$ cat src/rtl/usbh_fs_pkg.sv
package usbh_fs_pkg;

    typedef enum logic [1:0] {
        FS_RESET   = 2'b00,
        FS_RESUME  = 2'b01,
        FS_OPER    = 2'b10,
        FS_SUSPEND = 2'b11
    } fstate_e;

    // Bit positions inside the control register
    localparam int POS_CLE  = 4;
    localparam int POS_BLE  = 5;
    localparam int POS_FS   = 6;
    localparam int POS_IR   = 8;
    localparam int POS_RWC  = 9;
    localparam int POS_SEEN = 16;

    typedef struct packed {
        logic    rwc;
        logic    ir;
        fstate_e fs;
        logic    ble;
        logic    cle;
    } ctrl_t;

    localparam ctrl_t CTRL_HW_RST = '{rwc: 1'b0, ir: 1'b0, fs: FS_RESET,   ble: 1'b0, cle: 1'b0};
    localparam ctrl_t CTRL_SW_RST = '{rwc: 1'b0, ir: 1'b0, fs: FS_SUSPEND, ble: 1'b0, cle: 1'b0};

    function automatic ctrl_t ctrl_from_word(input logic [31:0] w);
        ctrl_t c;
        c.rwc = w[POS_RWC];
        c.ir  = w[POS_IR];
        c.fs  = fstate_e'(w[POS_FS +: 2]);
        c.ble = w[POS_BLE];
        c.cle = w[POS_CLE];
        return c;
    endfunction

    function automatic logic [31:0] ctrl_to_word(input ctrl_t c, input logic seen);
        logic [31:0] w;
        w              = '0;
        w[POS_RWC]     = c.rwc;
        w[POS_IR]      = c.ir;
        w[POS_FS +: 2] = c.fs;
        w[POS_BLE]     = c.ble;
        w[POS_CLE]     = c.cle;
        w[POS_SEEN]    = seen;
        return w;
    endfunction

endpackage

$ cat src/rtl/usbh_fs_ctrlreg.sv
module usbh_fs_ctrlreg
    import usbh_fs_pkg::*;
#(
    parameter int REG_W = 32
) (
    input  logic             clk,
    input  logic             rst,
    input  logic             sw_rst,
    input  logic             wr_en,
    input  logic [REG_W-1:0] wr_data,
    input  logic             rsm_det,
    output ctrl_t            ctrl,
    output logic             seen
);

    ctrl_t ctrl_nxt;
    logic  seen_nxt;
    logic  auto_rsm;

    assign auto_rsm = (ctrl.fs == FS_SUSPEND) && rsm_det;

    always_comb begin
        ctrl_nxt = ctrl;
        seen_nxt = seen;
        if (wr_en) begin
            ctrl_nxt = ctrl_from_word(32'(wr_data));
            if (wr_data[POS_SEEN]) seen_nxt = 1'b0;
        end
        if (auto_rsm) begin
            ctrl_nxt.fs = FS_RESUME;
            seen_nxt    = 1'b1;
        end
    end

    always_ff @(posedge clk) begin
        if (rst) begin
            ctrl <= CTRL_HW_RST;
            seen <= 1'b0;
        end else if (sw_rst) begin
            ctrl <= CTRL_SW_RST;
            seen <= 1'b0;
        end else begin
            ctrl <= ctrl_nxt;
            seen <= seen_nxt;
        end
    end

endmodule

$ cat src/rtl/usbh_fs_frame.sv
module usbh_fs_frame #(
    parameter int CYCLES_PER_MS = 48000,
    parameter int FRAME_W       = 16
) (
    input  logic               clk,
    input  logic               rst,
    input  logic               clr,
    input  logic               run,
    input  logic               ble,
    input  logic               cle,
    output logic               sof,
    output logic [FRAME_W-1:0] frame_num,
    output logic               ble_frm,
    output logic               cle_frm
);

    localparam int TW = (CYCLES_PER_MS > 1) ? $clog2(CYCLES_PER_MS) : 1;
    localparam logic [TW-1:0] LAST = TW'(CYCLES_PER_MS - 1);

    logic [TW-1:0] tmr;
    logic          at_end;

    assign at_end = (tmr == LAST);
    assign sof    = run && at_end;

    always_ff @(posedge clk) begin
        if (rst || clr) begin
            tmr       <= '0;
            frame_num <= '0;
            ble_frm   <= 1'b0;
            cle_frm   <= 1'b0;
        end else begin
            if (!run || at_end) tmr <= '0;
            else                tmr <= tmr + 1'b1;
            if (sof) begin
                frame_num <= frame_num + 1'b1;
                ble_frm   <= ble;
                cle_frm   <= cle;
            end
        end
    end

endmodule

$ cat src/rtl/usbh_fs_sigdec.sv
module usbh_fs_sigdec
    import usbh_fs_pkg::*;
(
    input  fstate_e st,
    input  logic    ir,
    input  logic    irq_in,
    output logic    hub_rst,
    output logic    dn_reset,
    output logic    dn_resume,
    output logic    irq_out
);

    always_comb begin
        hub_rst   = 1'b0;
        dn_reset  = 1'b0;
        dn_resume = 1'b0;
        unique case (st)
            FS_RESET: begin
                hub_rst  = 1'b1;
                dn_reset = 1'b1;
            end
            FS_RESUME:  dn_resume = 1'b1;
            FS_OPER:    ;
            FS_SUSPEND: ;
            default:    ;
        endcase
    end

    assign irq_out = irq_in && !ir;

endmodule

$ cat src/rtl/usbh_fstate_ctrl.sv
module usbh_fstate_ctrl
    import usbh_fs_pkg::*;
#(
    parameter int CYCLES_PER_MS = 48000,
    parameter int REG_W         = 32,
    parameter int FRAME_W       = 16
) (
    input  logic               clk,
    input  logic               rst,
    input  logic               sw_rst,
    input  logic               wr_en,
    input  logic [REG_W-1:0]   wr_data,
    output logic [REG_W-1:0]   rd_data,
    input  logic               rsm_det,
    input  logic               irq_in,
    output logic               irq_out,
    output logic [1:0]         fstate,
    output logic               sof_pulse,
    output logic [FRAME_W-1:0] frame_num,
    output logic               bulk_en_frm,
    output logic               ctrl_en_frm,
    output logic               hub_rst,
    output logic               dn_reset,
    output logic               dn_resume
);

    ctrl_t ctrl;
    logic  seen;

    usbh_fs_ctrlreg #(.REG_W(REG_W)) u_reg (
        .clk     (clk),
        .rst     (rst),
        .sw_rst  (sw_rst),
        .wr_en   (wr_en),
        .wr_data (wr_data),
        .rsm_det (rsm_det),
        .ctrl    (ctrl),
        .seen    (seen)
    );

    usbh_fs_frame #(
        .CYCLES_PER_MS (CYCLES_PER_MS),
        .FRAME_W       (FRAME_W)
    ) u_frame (
        .clk       (clk),
        .rst       (rst),
        .clr       (sw_rst),
        .run       (ctrl.fs == FS_OPER),
        .ble       (ctrl.ble),
        .cle       (ctrl.cle),
        .sof       (sof_pulse),
        .frame_num (frame_num),
        .ble_frm   (bulk_en_frm),
        .cle_frm   (ctrl_en_frm)
    );

    usbh_fs_sigdec u_sig (
        .st        (ctrl.fs),
        .ir        (ctrl.ir),
        .irq_in    (irq_in),
        .hub_rst   (hub_rst),
        .dn_reset  (dn_reset),
        .dn_resume (dn_resume),
        .irq_out   (irq_out)
    );

    assign fstate  = ctrl.fs;
    assign rd_data = REG_W'(ctrl_to_word(ctrl, seen));

endmodule

$ cat config.mk
export PLATFORM = sky130hd
export DESIGN_NAME = usbh_fstate_ctrl
export DESIGN_NICKNAME = d
export VERILOG_FILES = /design/src/rtl/usbh_fs_pkg.sv /design/src/rtl/usbh_fs_ctrlreg.sv /design/src/rtl/usbh_fs_frame.sv /design/src/rtl/usbh_fs_sigdec.sv /design/src/rtl/usbh_fstate_ctrl.sv
export SDC_FILE = /design/constraint.sdc
export NUM_CORES = 1
export LEC_CHECK = 0
export ABC_AREA = 1
export BUFFER_PORTS_ARGS = -buffer_cell sky130_fd_sc_hd__clkbuf_2
export CAP_MARGIN = 30
export CORE_MARGIN = 5
export CORE_UTILIZATION = 49
export DETAILED_ROUTE_END_ITERATION = 8
export PLACE_DENSITY = 0.8
export SLEW_MARGIN = 20
export SYNTH_ARGS = -nofsm -noshare
export SYNTH_HDL_FRONTEND = slang
export SYNTH_SLANG_ARGS = --single-unit
export TNS_END_PERCENT = 10
$ cat constraint.sdc
create_clock -name clk -period 2 [get_ports clk]
set_clock_uncertainty 0.2 [all_clocks]
set_input_delay 0.4 -clock clk [delete_from_list [all_inputs] [get_ports clk]]
set_output_delay 0.4 -clock clk [all_outputs]
set_load 0.02 [all_outputs]
==> results_dict.tcl, run 1 <==
set metrics [dict create \
    status "complete, no violations" \
    ys_seq_elements 41 \
    clk_latency_ps 300 \
    num-fill-cells 468 \
    std_cell_rows 25 \
    crit_path_end_kind "primary output" \
    drtPass1Iterations 4 \
    die_y_um 80.4 \
    cts_root_buffer "clkbuf_8" \
    slew_violations 0 \
    grt_max_degree 17 \
    drive_gt1_share_pct 25.8 \
    power.density_nw_per_um2 557 \
    grt_pass1_vias 1961 \
    synthTopCellsByArea "dfxtp_1 (34%), nand2_1 (14%), buf_4 (9.9%)" \
    instances_no_fill 462 \
    synth_area_per_cell_um2 6.93 \
    ff_latch_area_um2 841 \
    wire_per_inst_um 11.2 \
    p_leak_nw 1.19 \
    drt_iter0_markers 69 \
    timing.fmax_mhz 511 \
    setup_viol 0 \
    synth_enable_flop_cells 0 \
    path_cells "ha_4, nand3_4, nor2_4, inv_2, nor3_2, buf_4" \
    post-route-period-util_pct 97.9 \
    finalPower_mw 1.52 \
    numPortBuffers 44 \
    routed_wirelength_um 5170 \
    core_um2 4750 \
    synth.most_common_cell "nand2_1" \
    numCtsBuffers 5 \
    gp_congestion 0.846 \
    peakVddDrop_uv 434 \
    clockBufferDepth 2 \
    max_stage_delay_ps 360 \
    htreeDepth 2 \
    critPathTopFamily "flip-flops" \
    hold_viol_final 0 \
    synth_ff_type "dfxtp_1" \
    required_ps 1400 \
    busiest_layer "met2" \
    synthTopCellsByCount "nand2_1 (93), nor2_1 (47), dfxtp_1 (41)" \
    yosys_warnings 0 \
    min_period_ps 1960 \
    cts_tree "done" \
    r2r-end "u_frame.tmr[8]" \
    vias 2171 \
    synth.distinct_cells 28 \
    syn_area_um2 2430 \
    initial_core_util_pct 51.0 \
    layout.nets 434 \
    reg2reg_slack_ps 230 \
    antenna_found_initial 0 \
    area_growth_pct 12.5 \
    drc 0 \
    maxCapViolCount 0 \
    yosysTopAreaCell "dfxtp_1" \
    ff2ff_path_depth 8 \
    hold_path.class "in2reg" \
    postRouteAntennaNets 0 \
    worstPathMaxFanout 5 \
    async_flop_share_pct 0 \
    grt-ovfl-total 0 \
    place_area_um2 2550 \
    diodes 0 \
    crit_type "reg2out" \
    endpoint "sof_pulse" \
    cp_num_cells 6 \
    die_area_um2 6460 \
    ctsHoldBuffers 0 \
    regToRegStartpoint "u_frame.tmr[0]" \
    crit_start "u_frame.tmr[0]" \
    grt_pass1_wl_um 8330 \
    dieWidth_um 80.4 \
    fin_util_pct 57.4 \
    grt_usage_pct 16.3 \
    critPathArrivalTime_ps 1360 \
    fin_area_um2 2730 \
    io_pins 95 \
    hpwl_um 3860 \
    ys_seq_area_share_pct 33.8 \
    critPathLaunchType "flip-flop" \
    vias_per_cell 4.70 \
    crit_buf_inv 2 \
    rsz0062_at_grt "yes" \
    slowest_stage "dfxtp_2" \
    multi_input_area_um2 1320 \
    cts.sinks 41 \
    yosys.area.top_type_share_pct 33.8 \
    postSynthCellCount 350 \
    place_inst 451 \
    clk_pin_slew_ps 90 \
    grt_util_met2_pct 29.6 \
    use_met3_pct 3.81 \
    grt_use_met1_pct 18.6 \
]
[per-stage QoR]
stage               hold slack, ps  TNS, ps  worst slack (ps)
finish                         111        0              42.6
global route                   137    -22.8             -22.8
CTS                            111        0              8.31
detailed placement             242        0               115
global placement               231        0               134
floorplan                      217        0              70.9
[registers in the layout, indices dropped and copies added (netlist names)]
register,cells
u_frame.frame_num,16
u_frame.cle_frm,1
u_reg.ctrl,6
u_reg.seen,1
u_frame.tmr,16
u_frame.ble_frm,1
[per-layer routing]
layer  vias to the layer above  routed length (µm)
met4                         0                  53
li1                       1123                   -
met5                         -                   0
met2                        56                2570
met3                         7                 313
met1                       985                2230
[cell type report]
type	count	area share (%)
Sequential cell	41	30.8
Clock buffer	5	2.52
Inverter	36	4.95
Tap cell	67	3.07
Multi-Input combinational cell	261	48.5
Clock inverter	3	0.642
Timing Repair Buffer	49	9.53
[placed cells by master, fill, tap and decap left out, types with 7 or more instances in the layout]
cell and count:
dfxtp_1 29, dfxtp_2 10, clkbuf_2 43, inv_1 30, conb_1 25, xor2_1 8
nor2_4 7, nand2_1 92, nand3_1 21, nor2_1 46, a21oi_1 26
[worst min path at each step]
stage	start	to	slack (ps)	depth (start not counted)
6_report	wr_data[4]	u_reg.ctrl[0]	110	3
3_3_place_gp	u_frame.tmr[0]	u_frame.tmr[0]	230	1
5_1_grt	wr_data[4]	u_reg.ctrl[0]	140	3
3_5_place_dp	u_frame.tmr[0]	u_frame.tmr[0]	240	1
4_1_cts	wr_data[4]	u_reg.ctrl[0]	110	3
2_1_floorplan	u_frame.tmr[0]	u_frame.tmr[0]	220	1
[power breakdown]
group	switching, mW	total, mW	internal [mW]
Clock	0.309	0.550	0.241
Combinational	0.109	0.143	0.0343
Sequential	0.00877	0.829	0.820
Total	0.427	1.52	1.10
[cells by family after synthesis]
kind of cell | count (synthesis) | synth area share (%)
AOI/OAI and AO/OA | 32 | 6.81
xor gates and xnor gates | 9 | 3.25
adders and majority gates | 2 | 1.03
buffers and inverters | 72 | 17.2
DFF | 41 | 33.8
other | 1 | 0.155
and+or+nand+nor | 193 | 37.8
[worst register-to-register path, stage by stage, from the launching register on]
cell     delay [ps]
dfxtp_2         340
ha_4            170
nand2_1          50
inv_1            50
nand2_1         130
nor2_4           70
nand2_4         100
nand3_2         290
nor3b_1         280
[timing repair]
item | 4_1_cts | 5_1_grt
pin swaps | 2 | 1
buffers inserted | 2 | 1
endpoints found under the setup margin | 1 | 1
hold endpoints to repair | 0 | 0
gates resized for setup | 15 | 13
(Power assumes the default switching activity.)
==> run 2: changes to the inputs <==
--- a/config.mk
+++ b/config.mk
@@ -8,10 +8,10 @@
 export ABC_AREA = 1
 export BUFFER_PORTS_ARGS = -buffer_cell sky130_fd_sc_hd__clkbuf_2
 export CAP_MARGIN = 30
-export CORE_MARGIN = 5
-export CORE_UTILIZATION = 49
+export CORE_MARGIN = 2
+export CORE_UTILIZATION = 44
 export DETAILED_ROUTE_END_ITERATION = 8
-export PLACE_DENSITY = 0.8
+export PLACE_DENSITY = 0.76
 export SLEW_MARGIN = 20
 export SYNTH_ARGS = -nofsm -noshare
 export SYNTH_HDL_FRONTEND = slang
==> constraint.sdc (replaced) <==
create_clock -name clk -period 1.6 [get_ports clk]
set_clock_uncertainty 0.2 [all_clocks]
set_input_delay 0.32 -clock clk [delete_from_list [all_inputs] [get_ports clk]]
set_output_delay 0.32 -clock clk [all_outputs]
set_load 0.02 [all_outputs]
==> run 2 against run 1 <==
Largest power group unchanged. Via count increased by 6.0%. Critical path depth is the same. Combinational power increased by 40%. Hold slack got worse by 65 ps. First-iteration DRC count rose by 8.7%. Final area rose by 13%. Highest routed layer unchanged. Critical path type unchanged. Setup slack got worse by 310 ps. Global-route usage grew 1.2 points. The flow now finishes with violations (setup timing). Utilization shrank 0.15 points. Clock power grew 48%.
==> results_dict.tcl, run 2 (synthesized netlist as in run 1, its figures left out) <==
set metrics [dict create \
    finalPower_mw 2.05 \
    critPathLaunchType "flip-flop" \
    cts_root_buffer "clkbuf_8" \
    diodes 0 \
    gp_congestion 0.801 \
    die_area_um2 6120 \
    timing.fmax_mhz 535 \
    numCtsBuffers 5 \
    clockBufferDepth 2 \
    routed_wirelength_um 5230 \
    std_cell_rows 27 \
    required_ps 1080 \
    status "complete, but fails checks" \
    maxCapViolCount 0 \
    peakVddDrop_uv 425 \
    setup_viol 29 \
    wire_per_inst_um 10.5 \
    drc 0 \
    io_pins 95 \
    slew_violations 0 \
    p_leak_nw 1.37 \
    power.density_nw_per_um2 661 \
    combPwrFrac_pct 9.8 \
    swShare_pct 24.9 \
    final_common_cell "nand2_1" \
    place_inst 479 \
    switchingPower_mw 0.510 \
    grt-ovfl-total 0 \
    postRouteAntennaNets 0 \
    grt_pass1_wl_um 8820 \
    worstPathMaxFanout 2 \
    power.share.clock_pct 39.7 \
    cts_tree "done" \
    numPortBuffers 44 \
    instances_no_fill 497 \
    htreeDepth 2 \
    cts.sinks 41 \
    mostFrequentLayoutCells "nand2_1 (89), nor2_1 (44), clkbuf_2 (40)" \
    antenna_found_initial 0 \
    hold_path.class "in2reg" \
    post-route-period-util_pct 117 \
    num-fill-cells 512 \
    critPathArrivalTime_ps 1350 \
    pwr-share-seq_pct 50.5 \
    p_int_mw 1.54 \
    ctsHoldBuffers 0 \
    die_y_um 78.3 \
    dieWidth_um 78.3 \
    dp_slack_ps -88.1 \
    top_regs "u_frame.frame_num: 16 flops, u_frame.tmr: 16 flops, u_reg.ctrl: 6 flops" \
    grt_max_degree 14 \
    clk_latency_ps 300 \
    drtPass1Iterations 4 \
    rsz0062_at_grt "yes" \
    violations "setup timing" \
    drt_iter0_markers 75 \
    min_period_ps 1870 \
    vias 2301 \
    grt_usage_pct 17.5 \
    drive_gt1_share_pct 35.3 \
    vias_per_cell 4.63 \
    hold_viol_final 0 \
    holdWs_ps 45.6 \
    grt_pass1_vias 2101 \
    core_um2 5410 \
    clk_pin_slew_ps 80 \
    crit_path_end_kind "primary output" \
    initial_core_util_pct 44.9 \
    setup_slack_ps -269 \
    area_growth_pct 27.6 \
    hpwl_um 3790 \
    layout.nets 465 \
    crit_type "reg2out" \
]
[run 2: cell types whose count changed in the layout (fill, tap and decap cells not counted), moves of 3 or more]
cell	before	now
buf_6	0	4
nand2_2	3	6
dfxtp_2	10	14
nand2_1	92	89
a21oi_2	0	6
clkbuf_2	43	40
a21oi_1	26	20
buf_4	6	33
[run 2: per-layer routing]
layer / global-route usage [%] / wire length (µm) / vias up
met5: 0 / 0 / -
met4: 5.96 / 59 / 0
met3: 3.10 / 262 / 7
met2: 31.5 / 2570 / 67
met1: 21.0 / 2340 / 1042
li1: - / - / 1185
[run 2: timing repair]
item                                    CTS  global route
pin swaps                                10             9
buffers inserted                          9             2
gates cloned                              0             1
gates resized for setup                  35            19
endpoints found under the setup margin   35            38
hold endpoints to repair                  0             0
[run 2: layout make-up]
cell class	instances	area [µm²]	share of cell area, %
Clock buffer	5	68.8	2.22
Clock inverter	2	35.0	1.13
Inverter	36	135	4.37
Multi-Input combinational cell	262	1420	45.8
Sequential cell	41	838	27.1
Tap cell	72	90.1	2.91
Timing Repair Buffer	79	512	16.5
[run 2: path summary, 6_finish.rpt]
check | from | end | slack (ps) | cells past startpoint
worst min register to register | u_reg.seen | u_reg.seen | 270 | 2
worst max register to register | u_frame.tmr[1] | u_frame.frame_num[0] | -170 | 11
worst min-delay path | rst | u_reg.ctrl[2] | 50 | 2
worst max-delay path | u_frame.tmr[1] | sof_pulse | -270 | 6
[run 2: power groups by stage]
stage,Sequential (mW),Clock [mW],Combinational [mW]
floorplan,1.07,0,0.182
global placement,1.06,0,0.188
detailed placement,1.06,0,0.189
CTS,1.03,0.817,0.195
global route,1.04,0.861,0.217
finish,1.03,0.814,0.200
[run 2: stage by stage]
stage / utilization (%) / setup TNS [ps] / cell area [µm²]
finish: 57.3 / -4230 / 3100
global route: 57.3 / -7520 / 3100
CTS: 55.9 / -2650 / 3020
detailed placement: 50.8 / -1790 / 2750
global placement: 50.8 / -306 / 2750
floorplan: - / -32.9 / 2530
[run 2: worst max-delay path: stages, from the launching register on]
cell and delay, ps:
dfxtp_2 360, ha_4 150, nand3_4 60, nor2_4 100, inv_2 60, nor3_4 160
clkbuf_8 170
